$ cat src/rtl/trap_nest_pkg.sv
package trap_nest_pkg;
  localparam int unsigned SAVE_LEVELS = 2;
  localparam int unsigned CHAIN_DEPTH = SAVE_LEVELS + 1;
  localparam int unsigned DC_W        = 2;
  localparam int unsigned ST_W        = 5;
  localparam int unsigned NUM_GROUPS  = 3;
  localparam int unsigned STAT_SEL    = NUM_GROUPS * CHAIN_DEPTH;
  localparam int unsigned SEL_W       = $clog2(STAT_SEL + 1);
  localparam int unsigned ST_STRIDE   = 8;

  typedef enum int unsigned {
    GRP_EPC = 0,
    GRP_CAU = 1,
    GRP_DC  = 2
  } grp_e;
endpackage

$ cat src/rtl/nest_chain.sv
module nest_chain #(
  parameter int unsigned W     = 32,
  parameter int unsigned DEPTH = 3
) (
  input  logic                      clk,
  input  logic                      rst_n,
  input  logic                      push,
  input  logic                      pop,
  input  logic [W-1:0]              push_val,
  input  logic [DEPTH-1:0]          wr_en,
  input  logic [DEPTH-1:0][W-1:0]   wr_val,
  output logic [DEPTH-1:0][W-1:0]   q
);
  logic [DEPTH-1:0][W-1:0] q_nx;
  logic                    upd;

  genvar i;
  generate
    for (i = 0; i < DEPTH; i++) begin : gen_lvl
      logic [W-1:0] deeper_src;
      logic [W-1:0] upper_src;
      if (i == 0) begin : g_top
        assign deeper_src = push_val;
      end else begin : g_mid
        assign deeper_src = q[i-1];
      end
      if (i == DEPTH - 1) begin : g_last
        assign upper_src = q[i];
      end else begin : g_inner
        assign upper_src = q[i+1];
      end
      assign q_nx[i] = push      ? deeper_src :
                       pop       ? upper_src  :
                       wr_en[i]  ? wr_val[i]  : q[i];
    end
  endgenerate

  assign upd = push | pop | (|wr_en);

  always_ff @(posedge clk or negedge rst_n) begin
    if (!rst_n) begin
      q <= '0;
    end else if (upd) begin
      q <= q_nx;
    end
  end

  p_push_shift_r2: assert property (@(posedge clk) disable iff (!rst_n)
    push |=> (q[0] == $past(push_val)) && (q[1] == $past(q[0])));

  p_pop_shift_r5: assert property (@(posedge clk) disable iff (!rst_n)
    (pop && !push) |=> (q[0] == $past(q[1])) && (q[DEPTH-1] == $past(q[DEPTH-1])));

  p_idle_hold_r6: assert property (@(posedge clk) disable iff (!rst_n)
    (!push && !pop && (wr_en == '0)) |=> $stable(q));
endmodule

$ cat src/rtl/nest_csr_port.sv
module nest_csr_port
  import trap_nest_pkg::*;
#(
  parameter int unsigned XLEN = 32
) (
  input  logic [SEL_W-1:0]                    sel,
  input  logic                                we,
  input  logic                                hw_busy,
  input  logic [XLEN-1:0]                     wdata,
  input  logic [CHAIN_DEPTH-1:0][XLEN-1:0]    epc_q,
  input  logic [CHAIN_DEPTH-1:0][XLEN-1:0]    cau_q,
  input  logic [CHAIN_DEPTH-1:0][DC_W-1:0]    dc_q,
  input  logic [SAVE_LEVELS-1:0][ST_W-1:0]    st_q,
  output logic [CHAIN_DEPTH-1:0]              epc_we,
  output logic [CHAIN_DEPTH-1:0]              cau_we,
  output logic [CHAIN_DEPTH-1:0]              dc_we,
  output logic [SAVE_LEVELS-1:0]              st_we,
  output logic [SAVE_LEVELS-1:0][ST_W-1:0]    st_wval,
  output logic [XLEN-1:0]                     rdata
);
  logic we_ok;
  assign we_ok = we & ~hw_busy;

  always_comb begin
    epc_we = '0;
    cau_we = '0;
    dc_we  = '0;
    st_we  = '0;
    rdata  = '0;
    for (int l = 0; l < CHAIN_DEPTH; l++) begin
      if (sel == SEL_W'(GRP_EPC * CHAIN_DEPTH + l)) begin
        epc_we[l] = we_ok;
        rdata     = epc_q[l];
      end
      if (sel == SEL_W'(GRP_CAU * CHAIN_DEPTH + l)) begin
        cau_we[l] = we_ok;
        rdata     = cau_q[l];
      end
      if (sel == SEL_W'(GRP_DC * CHAIN_DEPTH + l)) begin
        dc_we[l] = we_ok;
        rdata    = XLEN'(dc_q[l]);
      end
    end
    if (sel == SEL_W'(STAT_SEL)) begin
      for (int k = 0; k < SAVE_LEVELS; k++) begin
        st_we[k] = we_ok;
        rdata[k*ST_STRIDE +: ST_STRIDE] = {st_q[k][4:3], 3'b000, st_q[k][2:0]};
      end
    end
  end

  always_comb begin
    for (int k = 0; k < SAVE_LEVELS; k++) begin
      st_wval[k] = {wdata[k*ST_STRIDE+6 +: 2], wdata[k*ST_STRIDE +: 3]};
    end
  end
endmodule

$ cat src/rtl/trap_nest_stack.sv
module trap_nest_stack
  import trap_nest_pkg::*;
#(
  parameter int unsigned XLEN = 32
) (
  input  logic                 clk,
  input  logic                 rst_n,
  input  logic                 trap_valid,
  input  logic [XLEN-1:0]      trap_pc,
  input  logic [XLEN-1:0]      trap_cause,
  input  logic [DC_W-1:0]      trap_dcause,
  input  logic                 mret_valid,
  input  logic [1:0]           cur_mpp,
  input  logic                 cur_mpie,
  input  logic [1:0]           cur_ptyp,
  input  logic [SEL_W-1:0]     csr_sel,
  input  logic                 csr_we,
  input  logic [XLEN-1:0]      csr_wdata,
  output logic [XLEN-1:0]      csr_rdata
);
  logic [1:0] rst_sync;
  logic       rst_sync_n;

  always_ff @(posedge clk or negedge rst_n) begin
    if (!rst_n) rst_sync <= 2'b00;
    else        rst_sync <= {rst_sync[0], 1'b1};
  end
  assign rst_sync_n = rst_sync[1];

  logic [CHAIN_DEPTH-1:0][XLEN-1:0]  epc_q, cau_q, epc_wv, cau_wv;
  logic [CHAIN_DEPTH-1:0][DC_W-1:0]  dc_q, dc_wv;
  logic [SAVE_LEVELS-1:0][ST_W-1:0]  st_q, st_wval;
  logic [CHAIN_DEPTH-1:0]            epc_we, cau_we, dc_we;
  logic [SAVE_LEVELS-1:0]            st_we;
  logic                              hw_push, hw_pop, hw_busy;

  assign hw_push = trap_valid;
  assign hw_pop  = mret_valid & ~trap_valid & ~cau_q[0][XLEN-1];
  assign hw_busy = hw_push | hw_pop;

  assign epc_wv = {CHAIN_DEPTH{csr_wdata}};
  assign cau_wv = {CHAIN_DEPTH{csr_wdata}};
  assign dc_wv  = {CHAIN_DEPTH{csr_wdata[DC_W-1:0]}};

  nest_chain #(.W(XLEN), .DEPTH(CHAIN_DEPTH)) u_epc (
    .clk(clk), .rst_n(rst_sync_n), .push(hw_push), .pop(hw_pop),
    .push_val(trap_pc), .wr_en(epc_we), .wr_val(epc_wv), .q(epc_q));

  nest_chain #(.W(XLEN), .DEPTH(CHAIN_DEPTH)) u_cau (
    .clk(clk), .rst_n(rst_sync_n), .push(hw_push), .pop(hw_pop),
    .push_val(trap_cause), .wr_en(cau_we), .wr_val(cau_wv), .q(cau_q));

  nest_chain #(.W(DC_W), .DEPTH(CHAIN_DEPTH)) u_dc (
    .clk(clk), .rst_n(rst_sync_n), .push(hw_push), .pop(hw_pop),
    .push_val(trap_dcause), .wr_en(dc_we), .wr_val(dc_wv), .q(dc_q));

  nest_chain #(.W(ST_W), .DEPTH(SAVE_LEVELS)) u_st (
    .clk(clk), .rst_n(rst_sync_n), .push(hw_push), .pop(hw_pop),
    .push_val({cur_ptyp, cur_mpp, cur_mpie}), .wr_en(st_we), .wr_val(st_wval), .q(st_q));

  nest_csr_port #(.XLEN(XLEN)) u_port (
    .sel(csr_sel), .we(csr_we), .hw_busy(hw_busy), .wdata(csr_wdata),
    .epc_q(epc_q), .cau_q(cau_q), .dc_q(dc_q), .st_q(st_q),
    .epc_we(epc_we), .cau_we(cau_we), .dc_we(dc_we), .st_we(st_we),
    .st_wval(st_wval), .rdata(csr_rdata));

  p_intr_mret_hold_r6: assert property (@(posedge clk) disable iff (!rst_sync_n)
    (mret_valid && !trap_valid && !csr_we && cau_q[0][XLEN-1])
      |=> $stable(epc_q) && $stable(cau_q) && $stable(dc_q) && $stable(st_q));

  p_oldest_lost_r7: assert property (@(posedge clk) disable iff (!rst_sync_n)
    trap_valid |=> (epc_q[CHAIN_DEPTH-1] == $past(epc_q[CHAIN_DEPTH-2]))
                && (st_q[SAVE_LEVELS-1] == $past(st_q[SAVE_LEVELS-2])));

  p_hw_over_sw_r10: assert property (@(posedge clk) disable iff (!rst_sync_n)
    (trap_valid && csr_we && csr_sel == SEL_W'(0)) |=> epc_q[0] == $past(trap_pc));

  p_dc_upper_zero_r9: assert property (@(posedge clk) disable iff (!rst_sync_n)
    (csr_sel >= SEL_W'(GRP_DC * CHAIN_DEPTH) && csr_sel < SEL_W'(STAT_SEL))
      |-> csr_rdata[XLEN-1:DC_W] == '0);

  p_stat_rsvd_zero_r9: assert property (@(posedge clk) disable iff (!rst_sync_n)
    (csr_sel == SEL_W'(STAT_SEL)) |-> (csr_rdata[5:3] == 3'b000) && (csr_rdata[13:11] == 3'b000)
      && (csr_rdata[XLEN-1:SAVE_LEVELS*ST_STRIDE] == '0));

  p_unmapped_zero_r11: assert property (@(posedge clk) disable iff (!rst_sync_n)
    (csr_sel > SEL_W'(STAT_SEL)) |-> csr_rdata == '0);
endmodule

$ cat config.mk
export PLATFORM = sky130hd
export DESIGN_NAME = trap_nest_stack
export DESIGN_NICKNAME = d
export VERILOG_FILES = /design/src/rtl/trap_nest_pkg.sv /design/src/rtl/nest_chain.sv /design/src/rtl/nest_csr_port.sv /design/src/rtl/trap_nest_stack.sv
export SDC_FILE = /design/constraint.sdc
export NUM_CORES = 1
export LEC_CHECK = 0
export BUFFER_PORTS_ARGS = -buffer_cell sky130_fd_sc_hd__buf_2
export CORE_UTILIZATION = 55
export CTS_CLUSTER_SIZE = 25
export DETAILED_ROUTE_END_ITERATION = 7
export PLACE_DENSITY = 0.73
export SETUP_SLACK_MARGIN = 0.2
export SYNTH_ARGS = -nofsm -noshare
export SYNTH_HDL_FRONTEND = slang
export SYNTH_SLANG_ARGS = --single-unit
export TNS_END_PERCENT = 30
$ cat constraint.sdc
create_clock -name clk -period 9.03 [get_ports clk]
set_clock_uncertainty 0.1 [all_clocks]
set_input_delay 0.4515 -clock clk [delete_from_list [all_inputs] [get_ports clk]]
set_output_delay 0.4515 -clock clk [all_outputs]
set_load 0.005 [all_outputs]
==> metrics.md <==
| Metric | Value |
|---|---|
| Status | complete, no violations |
| Synth cell types | 57 |
| Final min period | 4.02 ns |
| Hold slack final | ~0.14 ns |
| CP startpoint kind | input port |
| Final Max Tran Viols | 0 |
| CTS Buf Count | 24 |
| Rel. slew slack | 12.9% |
| Critical path capture point type | output pin |
| Seq cells post-synth | 210 |
| Layout cell share with drive strength beyond 1 | 16.9% |
| Maxcap violations | 0 |
| First-pass GRT wire length | 63,500 um |
| DRT Pass-1 Iters | 7 |
| Max FO, Critical Path | 66 |
| Most frequent cells in the layout | mux2i_1, nand2_1, dfrtp_1 |
| Die Ht | around 160 um |
| Setup repair bufs after CTS | 0 |
| DRC errors left | 0 |
| Mapped Cells | 1,508 |
| Hold Crit Class | input port to async pin |
| WP data arrival | 3.47 ns |
| Largest net degree at the start of global routing | 192 |
| Worst-path clk slew | 0.06 ns |
| Final period util | 44.5% |
| Initial antenna violation count | 1 |
| Die area | between 20,000 and 30,000 um^2 |
| Core ar. | 24,400 um^2 |
| Fmax | 249 MHz |
| Initial Utilization | 56.4% |
| Crit path kind | input port to output pin |
| Cell Area, Synth | 13,800 um^2 |
| Gr usage total | 30.8% |
| # H-tree levels | 1 |
| GPL Wtd Cong | 0.816 |
| Total vias in the final route | between 10k and 15k |
| Clock Path Buffers | 3 |
| Post-synthesis sequential area ratio | 38.2% |
| Non-Filler Instances | 1,902 |
| WL/cell | 20.8 um |
| Setup TNS | 0 ns |
| Worst EP required | 8.48 ns |
| Net Count, Synth | 1,620 |
| Worst-skew pair later-pin latency | about 0.52 ns |
| Ys Warns | 0 |
| DRT iter0 DRCs | between 1k and 1.5k |
| Hold violation count in the final report | 0 |
| Die Span X | about 160 um |
| Detailed Place HPWL | 23,600 um |
| Area grow syn2layout | 11.2% |
| Vias per std cell | between 6 and 7 |
| Aggregate global routing overflow | 0 |
| EDFF count, synth | 0 |
| Routed WL | between 30,000 and 40,000 um |
| VDD IR max | 0.000140 V |
| Commonest non-fill, non-tap cell in the layout | mux2i_1 |
| Final Setup Violations | 0 |
| # rows | 57 |
| Nets | 1,671 |
| Pwr Total | 3050 uW |
| Dpl cells | 1,856 |
| P_leak | 0.00712 uW |
| Async SR Flop Fraction | 100% |
| Avg Cell Area, Syn | slightly above 9 um^2 |
| Worst-Margin Slew | 1.30 ns |
| Final ANT Viol Nets | 0 |
| Final design utilization | 62.7% |
| Top FF cell, synth | dfrtp_1 |
| P per Cell Area | roughly 200 nW/um^2 |
| CTS tree | yes |
| Sink Count | 210 |
| Port Buffers | approximately 140 |
| RSZ-0062 raised after global routing | no |
| IO Count | 144 |
| Vias in the first global route | 11.5k |
| R2R depth | 6 |
| Root buffer cell | clkbuf_16 |
## through the flow
| stage | area, um^2 | worst slack (ns) |
|---|---|---|
| final | 15300 | 5.01 |
| after global routing | 15300 | 4.95 |
| after CTS | 15300 | 5.12 |
| after detailed placement | 14500 | 5.03 |
| after global placement | 14500 | 5.17 |
| after floorplan | 13800 | 2.64 |
## final cells by class
cell class              count  area (um^2)
fillers                  2096         9090
multi-input cells        1133         7850
repair buffers            165          896
clock buffers              37          761
clock inverters             7         35.0
inverters                  25         93.8
diodes                      1         2.50
well taps                 324          405
flip-flops and latches    210         5260
## synth_stat cells (24+ instances only)
cell type | instances | area share, %
mux2i_1 | 218 | 16
nand2_1 | 215 | 5.9
dfrtp_1 | 210 | 38
o21ai_0 | 144 | 5.2
a21oi_1 | 100 | 3.6
mux2_1 | 93 | 7.6
clkbuf_1 | 68 | 1.9
o21ai_1 | 68 | 2.5
buf_2 | 56 | 2.0
nor2_1 | 49 | 1.3
mux2_2 | 44 | 3.6
nand3b_1 | 24 | 1.3
o22ai_1 | 24 | 1.1
## cell families after synthesis
group | Yosys count | share of synthesized area [%]
AOI/OAI and AO/OA | 401 | 16.5
and+or+nand+nor | 376 | 12.8
muxes | 355 | 27.1
DFF | 210 | 38.2
buffers and inverters | 165 | 5.34
other | 1 | 0.0273
## metal layers
layer / vias to the layer above / GRT usage (%) / part of all wire, %
met5: - / 0 / 0
met4: 0 / 12.1 / 3.2
met3: 86 / 4.34 / 6.2
met2: 454 / 49.9 / 47
met1: 5874 / 41.9 / 43
li1: 5497 / - / -
## what timing repair did
item	CTS	global route
hold endpoints to repair	2	0
gates resized for setup	0	0
hold buffers	1	0
## critical path, cell delays in order
cell and delay (ns):
buf_2 0.46, buf_4 0.73, or2_0 0.83, buf_4 0.38, a21oi_1 0.06, a31oi_1 0.20
o22ai_1 0.15, buf_2 0.16
## sequential cells by signal, indices dropped and copies added (netlist names)
signal and count:
u_cau.gen_lvl.upper_src 64, u_epc.gen_lvl.upper_src 64, u_cau.gen_lvl.deeper_src 32, u_epc.gen_lvl.deeper_src 32, u_st.gen_lvl.upper_src 5, u_st.gen_lvl.deeper_src 5
u_dc.gen_lvl.upper_src 4, rst_sync 2, u_dc.gen_lvl.deeper_src 2
## worst paths after layout
path / startpoint / to / slack (ns)
setup / recovery: csr_sel[1] / csr_rdata[0] / 5.01
setup reg to reg: u_cau.gen_lvl[1].deeper_src[31]$_DFFE_PN0P_ / u_epc.gen_lvl[1].deeper_src[12]$_DFFE_PN0P_ / 5.65
max in group asynchronous: rst_sync[1]$_DFF_PN0_ / u_cau.gen_lvl[1].deeper_src[18]$_DFFE_PN0P_ / 6.88
hold reg to reg: rst_sync[0]$_DFF_PN0_ / rst_sync[1]$_DFF_PN0_ / 0.25
hold / removal: rst_n / rst_sync[1]$_DFF_PN0_ / 0.14
min in group clk: trap_pc[29] / u_epc.gen_lvl[1].deeper_src[29]$_DFFE_PN0P_ / 0.14
## where the power goes
group / internal, uW / switching (uW)
clock: 577 / 404
combinational: 338 / 378
sequential: 1140 / 203
total: 2060 / 986
(Power assumes the default switching activity.)
